### src/rtl/gpiob_pkg.sv
package gpiob_pkg;

    localparam int unsigned OFF_DATA   = 32'h00;
    localparam int unsigned OFF_MLO    = 32'h04;
    localparam int unsigned OFF_MHI    = 32'h08;
    localparam int unsigned OFF_MIRROR = 32'h0C;
    localparam int unsigned OFF_DIR    = 32'h10;
    localparam int unsigned OFF_OEN    = 32'h14;
    localparam int unsigned HALF_W     = 16;

    typedef enum logic [2:0] {
        REG_NONE,
        REG_DATA,
        REG_MLO,
        REG_MHI,
        REG_MIRROR,
        REG_DIR,
        REG_OEN
    } reg_sel_e;

    typedef struct packed {
        logic wr_data;
        logic wr_mlo;
        logic wr_mhi;
        logic wr_dir;
        logic wr_oen;
    } wr_strobe_t;

endpackage

### src/rtl/gpiob_decode.sv
module gpiob_decode
    import gpiob_pkg::*;
#(
    parameter int ADDR_W = 8
) (
    input  logic              bus_sel,
    input  logic              bus_wr,
    input  logic [ADDR_W-1:0] bus_addr,
    output reg_sel_e          reg_sel,
    output wr_strobe_t        wr_stb
);

    logic aligned;
    assign aligned = (bus_addr[1:0] == 2'b00);

    always_comb begin
        reg_sel = REG_NONE;
        if (bus_sel && aligned) begin
            case (bus_addr)
                ADDR_W'(OFF_DATA):   reg_sel = REG_DATA;
                ADDR_W'(OFF_MLO):    reg_sel = REG_MLO;
                ADDR_W'(OFF_MHI):    reg_sel = REG_MHI;
                ADDR_W'(OFF_MIRROR): reg_sel = REG_MIRROR;
                ADDR_W'(OFF_DIR):    reg_sel = REG_DIR;
                ADDR_W'(OFF_OEN):    reg_sel = REG_OEN;
                default:             reg_sel = REG_NONE;
            endcase
        end
    end

    always_comb begin
        wr_stb = '0;
        if (bus_wr) begin
            case (reg_sel)
                REG_DATA: wr_stb.wr_data = 1'b1;
                REG_MLO:  wr_stb.wr_mlo  = 1'b1;
                REG_MHI:  wr_stb.wr_mhi  = 1'b1;
                REG_DIR:  wr_stb.wr_dir  = 1'b1;
                REG_OEN:  wr_stb.wr_oen  = 1'b1;
                default:  wr_stb = '0;
            endcase
        end
    end

endmodule

### src/rtl/gpiob_merge.sv
module gpiob_merge
    import gpiob_pkg::*;
#(
    parameter int WIDTH = 26
) (
    input  logic [WIDTH-1:0] old_val,
    input  logic [31:0]      wdata,
    output logic [WIDTH-1:0] lo_val,
    output logic [WIDTH-1:0] hi_val
);

    localparam int HI_W = WIDTH - HALF_W;

    logic unused_wdata;
    assign unused_wdata = ^wdata;

    for (genvar i = 0; i < WIDTH; i++) begin : g_bit
        if (i < HALF_W) begin : g_low
            // keep when the protect bit is set, else load the new bit
            assign lo_val[i] = wdata[HALF_W + i] ? old_val[i] : wdata[i];
            assign hi_val[i] = old_val[i];
        end else begin : g_high
            assign lo_val[i] = old_val[i];
            assign hi_val[i] = wdata[i] ? old_val[i] : wdata[i - HALF_W];
        end
    end

    if (HI_W < 1) begin : g_bad_width
        initial $display("gpiob_merge: WIDTH must exceed 16");
    end

endmodule

### src/rtl/gpiob_pins.sv
module gpiob_pins #(
    parameter int WIDTH = 26
) (
    input  logic [WIDTH-1:0] data_q,
    input  logic [WIDTH-1:0] dir_q,
    input  logic [WIDTH-1:0] oen_q,
    input  logic [WIDTH-1:0] pin_in,
    input  logic [WIDTH-1:0] prev_q,
    output logic [WIDTH-1:0] pin_out,
    output logic [WIDTH-1:0] cap_mask
);

    for (genvar i = 0; i < WIDTH; i++) begin : g_pin
        assign pin_out[i]  = data_q[i] & dir_q[i] & oen_q[i];
        assign cap_mask[i] = (pin_in[i] ^ prev_q[i]) & ~dir_q[i];
    end

endmodule

### src/rtl/gpiob_data_bank.sv
module gpiob_data_bank
    import gpiob_pkg::*;
#(
    parameter int WIDTH  = 26,
    parameter int ADDR_W = 8
) (
    input  logic              clk,
    input  logic              por_n,
    input  logic              warm_rst,
    input  logic              bus_sel,
    input  logic              bus_wr,
    input  logic [ADDR_W-1:0] bus_addr,
    input  logic [31:0]       bus_wdata,
    output logic [31:0]       bus_rdata,
    input  logic [WIDTH-1:0]  pin_in,
    output logic [WIDTH-1:0]  pin_out,
    output logic [WIDTH-1:0]  pin_oe
);

    typedef struct packed {
        logic [WIDTH-1:0] data;
        logic [WIDTH-1:0] dir;
        logic [WIDTH-1:0] oen;
        logic [WIDTH-1:0] prev;
    } bank_state_t;

    bank_state_t st_d, st_q;

    reg_sel_e         reg_sel;
    wr_strobe_t       wr_stb;
    logic [WIDTH-1:0] lo_val;
    logic [WIDTH-1:0] hi_val;
    logic [WIDTH-1:0] cap_mask;
    logic [WIDTH-1:0] data_q;
    logic [WIDTH-1:0] prev_q;

    assign data_q = st_q.data;
    assign prev_q = st_q.prev;

    gpiob_decode #(.ADDR_W(ADDR_W)) i_decode (
        .bus_sel  (bus_sel),
        .bus_wr   (bus_wr),
        .bus_addr (bus_addr),
        .reg_sel  (reg_sel),
        .wr_stb   (wr_stb)
    );

    gpiob_merge #(.WIDTH(WIDTH)) i_merge (
        .old_val (st_q.data),
        .wdata   (bus_wdata),
        .lo_val  (lo_val),
        .hi_val  (hi_val)
    );

    gpiob_pins #(.WIDTH(WIDTH)) i_pins (
        .data_q   (st_q.data),
        .dir_q    (st_q.dir),
        .oen_q    (st_q.oen),
        .pin_in   (pin_in),
        .prev_q   (st_q.prev),
        .pin_out  (pin_out),
        .cap_mask (cap_mask)
    );

    always_comb begin
        st_d      = st_q;
        st_d.prev = pin_in;
        if (warm_rst) begin
            st_d.dir = '0;
            st_d.oen = '0;
        end else begin
            if (wr_stb.wr_data) st_d.data = bus_wdata[WIDTH-1:0];
            if (wr_stb.wr_mlo)  st_d.data = lo_val;
            if (wr_stb.wr_mhi)  st_d.data = hi_val;
            if (wr_stb.wr_dir)  st_d.dir  = bus_wdata[WIDTH-1:0];
            if (wr_stb.wr_oen)  st_d.oen  = bus_wdata[WIDTH-1:0];
            // a pin level change wins over a bus write on input pins
            st_d.data = (st_d.data & ~cap_mask) | (pin_in & cap_mask);
        end
    end

    always_ff @(posedge clk or negedge por_n) begin
        if (!por_n) begin
            st_q <= '0;
        end else begin
            st_q <= st_d;
        end
    end

    always_comb begin
        bus_rdata = '0;
        if (!bus_wr) begin
            case (reg_sel)
                REG_DATA, REG_MIRROR: bus_rdata = 32'(st_q.data);
                REG_DIR:              bus_rdata = 32'(st_q.dir);
                REG_OEN:              bus_rdata = 32'(st_q.oen);
                default:              bus_rdata = '0;
            endcase
        end
    end

    assign pin_oe = st_q.oen;

endmodule

### config.mk
export PLATFORM = sky130hd
export DESIGN_NAME = gpiob_data_bank
export DESIGN_NICKNAME = d
export VERILOG_FILES = /design/src/rtl/gpiob_pkg.sv /design/src/rtl/gpiob_decode.sv /design/src/rtl/gpiob_merge.sv /design/src/rtl/gpiob_pins.sv /design/src/rtl/gpiob_data_bank.sv
export SDC_FILE = /design/constraint.sdc
export NUM_CORES = 1
export LEC_CHECK = 0
export BUFFER_PORTS_ARGS = -buffer_cell sky130_fd_sc_hd__buf_2
export CELL_PAD_IN_SITES_DETAIL_PLACEMENT = 0
export CELL_PAD_IN_SITES_GLOBAL_PLACEMENT = 2
export CORE_ASPECT_RATIO = 0.75
export CORE_MARGIN = 2
export CORE_UTILIZATION = 37
export DETAILED_ROUTE_END_ITERATION = 12
export PLACE_DENSITY = 0.82
export SLEW_MARGIN = 20
export SYNTH_ARGS = -nofsm -noshare
export SYNTH_HDL_FRONTEND = slang
export SYNTH_HIERARCHICAL = 1
export SYNTH_SLANG_ARGS = --single-unit
### constraint.sdc
create_clock -name clk -period 4.8 [get_ports clk]
set_clock_uncertainty 0.1 [all_clocks]
set_input_delay 0 -clock clk [delete_from_list [all_inputs] [get_ports clk]]
set_output_delay 0 -clock clk [all_outputs]
set_load 0.01 [all_outputs]
==> results of run 1 <==
## worst reg2reg max path, cell delays in order, from the launching register on
cell,delay [ns]
dfrtp_1,0.38
xnor2_1,0.12
nor2_1,0.21
nor2b_1,0.08
a221oi_1,0.35
o41ai_2,0.13
## cell families (layout without fill, tap and decap cells)
family | after synthesis | in the layout | synth area share [%]
other cells | 1 | 6 | 0.0519
simple gates | 229 | 229 | 17.5
mux | 104 | 104 | 16.6
xor+xnor | 26 | 26 | 3.15
flops | 104 | 104 | 36.0
buf+inv | 110 | 228 | 9.54
compound gates | 134 | 134 | 17.1
## area by class of cell
cell class / instances / area, um^2 / share of cell area [%]
Inverter: 2 / 7.51 / 0.0874
Timing Repair Buffer: 210 / 1340 / 15.6
Tap cell: 253 / 317 / 3.68
Clock buffer: 9 / 225 / 2.62
Sequential cell: 104 / 2600 / 30.3
Clock inverter: 7 / 77.6 / 0.903
Multi-Input combinational cell: 499 / 4020 / 46.8
## what timing repair did
action                    CTS  global route
resized for setup           0             0
hold buffers               53             0
hold endpoints to repair  151             0
## per-layer routing
metal	up-vias	routed length, um	part of all wire (%)	track usage, %
li1	2788	-	-	-
met1	3043	10200	47	29.1
met2	189	10000	46	34.0
met3	22	1150	5.3	4.21
met4	0	271	1.3	5.32
met5	-	0	0	0
## final timing paths
| check | from | endpoint | slack [ns] | cells past startpoint |
|---|---|---|---|---|
| hold / removal | warm_rst | pin_oe[1] | 0.04 | 2 |
| hold reg to reg | pin_oe[24] | pin_oe[24] | 0.47 | 2 |
| setup reg to reg | prev_q[24] | register | 3.28 | 5 |
| setup / recovery | bus_addr[0] | bus_rdata[21] | 1.81 | 7 |
| max in group asynchronous | por_n | pin_oe[22] | 3.29 | 3 |
| min in group asynchronous | por_n | prev_q[9] | 0.12 | 2 |
## synth_stat cells, drive strengths merged
cell type,instances
mux2i,52
or2,1
nand4bb,1
nand3b,1
o41ai,26
nor4,3
or3b,2
and3b,27
conb,1
dfrtp,104
buf,84
xnor2,26
and3,26
or3,1
nand2,26
nand2b,2
a2111oi,1
nor4b,1
inv,2
a211oi,2
nor3,2
o21bai,1
a221oi,52
clkbuf,24
nor2,80
or4,1
a32oi,26
a21oi,26
nor2b,55
mux2,52
## metrics by stage
stage / hold slack [ns] / std cells / util [%]
6_report: 0.0432 / 1084 / 44.6
4_1_cts: 0.0541 / 1084 / 44.6
2_1_floorplan: -0.396 / 713 / -
3_3_place_gp: -0.0270 / 1015 / 40.3
3_5_place_dp: -0.0150 / 1015 / 40.3
5_1_grt: 0.0695 / 1084 / 44.6
## where the power goes
group	switching, W	internal, W	leakage (nW)	total, W
sequential	0.0000966	0.000937	1.33	0.00103
combinational	0.000183	0.000243	2.27	0.000427
clock	0.000361	0.000411	0.147	0.000772
==> reports/results.tsv, run 1 <==
metric	value	unit
initial antenna violation count	0	
chip width	165	um
Site Rows	44	
DR WL/cell	20.0	um
Placement Setup Slack	1.70	ns
Nets	897	
Setup CP Type	in -> out	
I/O pin cnt	155	
status	completed	
ANT cells	0	
Power Total	0.00223	W
deepest level of the CTS H-tree	3	
Post-Syn Area	7220	um^2
TNS Setup	0	ns
share of the synthesized area in the top cell type	36.0	%
Syn. warnings	6	
clk sink count	104	
Yosys reg bits	104	
GRT Total Usage	21.1	%
Total Die Area	20700	um^2
Power per Cell Area	260	nW/um^2
Netlist cell types	38	
routed wire length	21.7	mm
most frequent cells in the layout	buf_2 (146), dfrtp_1 (104), nor2_1 (79)	
initial core utilization	37.5	%
Reg clk slew, reported paths	0.07	ns
drt initial violations	361	
CTS Buf Count	9	
HPWL after DPL	13.6	mm
Slew HR	41.2	%
RePlAce Congestion	0.795	
placed cell area	7760	um^2
Cells after Synth	708	
Seq/Total Area, Yosys	36.0	%
Via density	5.57	
f_max	335	MHz
WP data arrival	2.89	ns
DRC	0	
area grow syn2layout	18.9	%
fin. max-slew vios	0	
Mapped Avg Cell Area	10.2	um^2
CTS max path bufs	2	
gr ovfl total	0	
vias in the first global route	6132	
RSZ-0062 raised after global routing	false	
post-route setup slack	1.81	ns
CP max FO	27	
Final ANT Viol Nets	0	
first-pass GRT wire length	33.7	mm
Finished Cell Area	8590	um^2
final setup violation count	0	
main area contributors after synthesis	dfrtp_1 (36%), mux2i_1 (7.2%), a221oi_1 (6.3%)	
Setup Buffers After CTS	0	
critical path launch point type	input pin	
Worst Max-Slew Pin Slew	0.880	ns
die height	125	um
critical path's largest stage delay	0.84	ns
CP cell instances	buf_2 > or3b_1 > a2111oi_2 > nor2b_4 > o21bai_4 > a21oi_1 > buf_2	
CP dominant cell by count	buf_2	
Buffers on Ports	148	
TritonRoute pass-1 iters	4	
Tcrit/Tclk final	62.3	%
Peak VDD IR	0.000166	V
Worst setup EP type	primary output	
layout cell share with drive strength beyond 1	28.2	%
vias	6042	
Root Driver	clkbuf_16	
CTS tree	built	
post-synth top area cell	dfrtp_1	
Skew-Pair Late Insertion Delay	0.36	ns
Leak Pwr	3.75	nW
CP max stage cell	nor2b_4	
critical path's top delay family	simple AND/OR/NAND/NOR gates	
min Tclk post-route	2.99	ns
filler cell count	1841	
Placeable Area	19300	um^2
Worst Hold Class	in -> reg	
# Max-Cap Violations	0	
Buf/Inv on CP	2	
most common cell after layout, fill and taps aside	buf_2	
final hold viol count	0	
largest net degree at the start of global routing	64	
CP Data Required Time	4.70	ns
No activity file was read; power rests on OpenSTA's default activity.
==> inputs of run 2 (changes only) <==
--- a/config.mk
+++ b/config.mk
@@ -5,14 +5,15 @@
 export SDC_FILE = /design/constraint.sdc
 export NUM_CORES = 1
 export LEC_CHECK = 0
+export ABC_AREA = 1
 export BUFFER_PORTS_ARGS = -buffer_cell sky130_fd_sc_hd__buf_2
 export CELL_PAD_IN_SITES_DETAIL_PLACEMENT = 0
 export CELL_PAD_IN_SITES_GLOBAL_PLACEMENT = 2
 export CORE_ASPECT_RATIO = 0.75
 export CORE_MARGIN = 2
-export CORE_UTILIZATION = 37
+export CORE_UTILIZATION = 30
 export DETAILED_ROUTE_END_ITERATION = 12
-export PLACE_DENSITY = 0.82
+export PLACE_DENSITY = 0.76
 export SLEW_MARGIN = 20
 export SYNTH_ARGS = -nofsm -noshare
 export SYNTH_HDL_FRONTEND = slang
==> constraint.sdc (replaced) <==
create_clock -name clk -period 3.1 [get_ports clk]
set_clock_uncertainty 0.1 [all_clocks]
set_input_delay 0 -clock clk [delete_from_list [all_inputs] [get_ports clk]]
set_output_delay 0 -clock clk [all_outputs]
set_load 0.01 [all_outputs]
==> reports/results.tsv, run 2 <==
metric	value	unit
status	completed	
largest net degree at the start of global routing	58	
post-route setup slack	0.941	ns
Root Driver	clkbuf_16	
Peak VDD IR	0.000245	V
Worst setup EP type	primary output	
min Tclk post-route	2.16	ns
I/O pin cnt	155	
vias in the first global route	7587	
Skew-Pair Late Insertion Delay	0.35	ns
drt initial violations	534	
CP max FO	27	
post-synth top area cell	dfrtp_1	
most frequent cells in the layout	nand2_1 (422), buf_2 (147), nor2_1 (143)	
initial antenna violation count	0	
top-count cell post-synth	nand2_1	
filler cell count	2850	
GRT Total Usage	20.2	%
ys flop type	dfrtp_1	
Seq/Total Area, Yosys	32.7	%
Placeable Area	26000	um^2
Mapped Avg Cell Area	6.57	um^2
Slew HR	46.5	%
Setup Buffers After CTS	0	
critical path launch point type	input pin	
fin. max-slew vios	0	
most common cell after layout, fill and taps aside	nand2_1	
TritonRoute pass-1 iters	5	
Worst Hold Class	in -> reg	
Leak Pwr	5.01	nW
ys async rst share	100	%
clk sink count	104	
Site Rows	51	
gr ovfl total	0	
Buffers on Ports	148	
Setup CP Type	in -> out	
CTS tree	built	
Total Die Area	27800	um^2
Worst Max-Slew Pin Slew	0.802	ns
Via density	4.67	
RSZ-0062 raised after global routing	false	
HPWL after DPL	19.2	mm
final setup violation count	0	
Syn. warnings	6	
final hold viol count	0	
Placement Setup Slack	0.890	ns
Final ANT Viol Nets	0	
first-pass GRT wire length	43.8	mm
Cells after Synth	1210	
Post-Syn Area	7960	um^2
f_max	463	MHz
TNS Setup	0	ns
# Max-Cap Violations	0	
PostCTS Resize Cnt	0	
Nets	1405	
Reg clk slew, reported paths	0.08	ns
DR WL/cell	16.4	um
Netlist cell types	29	
WP data arrival	2.06	ns
chip width	192	um
deepest level of the CTS H-tree	3	
CTS max path bufs	2	
EDFF count, synth	0	
share of the synthesized area in the top cell type	32.7	%
DRC	0	
die height	145	um
CP Data Required Time	3.00	ns
vias	7858	
final hold slack	0.0359	ns
routed wire length	27.6	mm
Tcrit/Tclk final	69.7	%
RePlAce Congestion	0.788	
main area contributors after synthesis	dfrtp_1 (33%), nand2_1 (20%), nor2_1 (7.0%)	
area grow syn2layout	18.2	%
CTS Buf Count	9	
layout cell share with drive strength beyond 1	22.8	%
Power per Cell Area	349	nW/um^2
Yosys reg bits	104	
ANT cells	0	
Post-synth top cells	nand2_1 (422), nor2_1 (148), dfrtp_1 (104)	
initial core utilization	30.6	%
## run 2: cell types whose count changed in the layout (fill, tap and decap cells not counted), sizes merged, moves of 27 or more
cell    delta
nand2    +454
nor2b     -55
o21ai     +53
inv       +99
nand4     +53
nor2      +76
mux2i     -52
and3b     -27
nand3     +58
mux2      -52
a221oi    -52
## run 2: final timing paths
path                                      to  depth (start not counted)  slack, ns         from
worst min-delay path              pin_oe[17]                          4       0.04     warm_rst
min in group asynchronous         pin_oe[23]                          3       0.12        por_n
worst min register to register      st_q[59]                          2       0.44     st_q[59]
max in group asynchronous          async pin                          3       1.64        por_n
worst max-delay path            bus_rdata[1]                         13       0.94  bus_addr[3]
worst max register to register      register                          9       1.77     st_q[73]
## run 2: cell type report
| type | instances | area [um^2] | share of cell area, % |
|---|---|---|---|
| clock buffer | 10 | 239 | 2.54 |
| clock inverter | 6 | 68.8 | 0.732 |
| inverter | 114 | 437 | 4.64 |
| multi-input combinational | 884 | 4140 | 44.0 |
| sequential | 104 | 2600 | 27.7 |
| tap | 344 | 430 | 4.58 |
| timing repair buffer | 221 | 1490 | 15.8 |
## run 2: per-layer routing
layer  up-vias  part of all wire [%]  global-route usage [%]
met3        35                   4.6                    2.95
li1       3973                     -                       -
met5         -                     0                       0
met2       197                    43                    30.0
met1      3653                    51                    30.5
met4         0                   1.7                    4.77
## run 2: kinds of logic after synthesis
kind of cell	synth area share, %
and+or+nand+nor	43.8
buffers and inverters	15.9
AOI/OAI and AO/OA	7.60
DFF	32.7
other	0.0471
## run 2: report_power, final
part	switching (W)	internal [W]
sequential	0.000105	0.00143
combinational	0.000319	0.000203
clock	0.000575	0.000652
total	0.00100	0.00228
## run 2: metrics by stage
step                power, W  instance area [um^2]  util [%]  instances
global placement     0.00203                  8560      32.9       1613
global route         0.00346                  9410      36.1       1683
finish               0.00328                  9410      36.1       1683
CTS                  0.00332                  9410      36.1       1683
detailed placement   0.00203                  8560      32.9       1613
floorplan            0.00188                  7970         -       1215
## run 2: timing repair
action | 4_1_cts | 5_1_grt
endpoints found under the setup margin | 0 | 0
hold buffers | 54 | 0
endpoints found under the hold margin | 208 | 0
## run 2: critical path, cell delays in order
cell      delay (ns)
buf_2           0.12
inv_1           0.08
nor2_1          0.06
nand2_1         0.05
nor2_1          0.04
nor2_1          0.23
nor2_4          0.09
clkinv_4        0.23
nand2_4         0.08
nand2_4         0.39
nand3_1         0.13
a21oi_1         0.32
buf_2           0.21
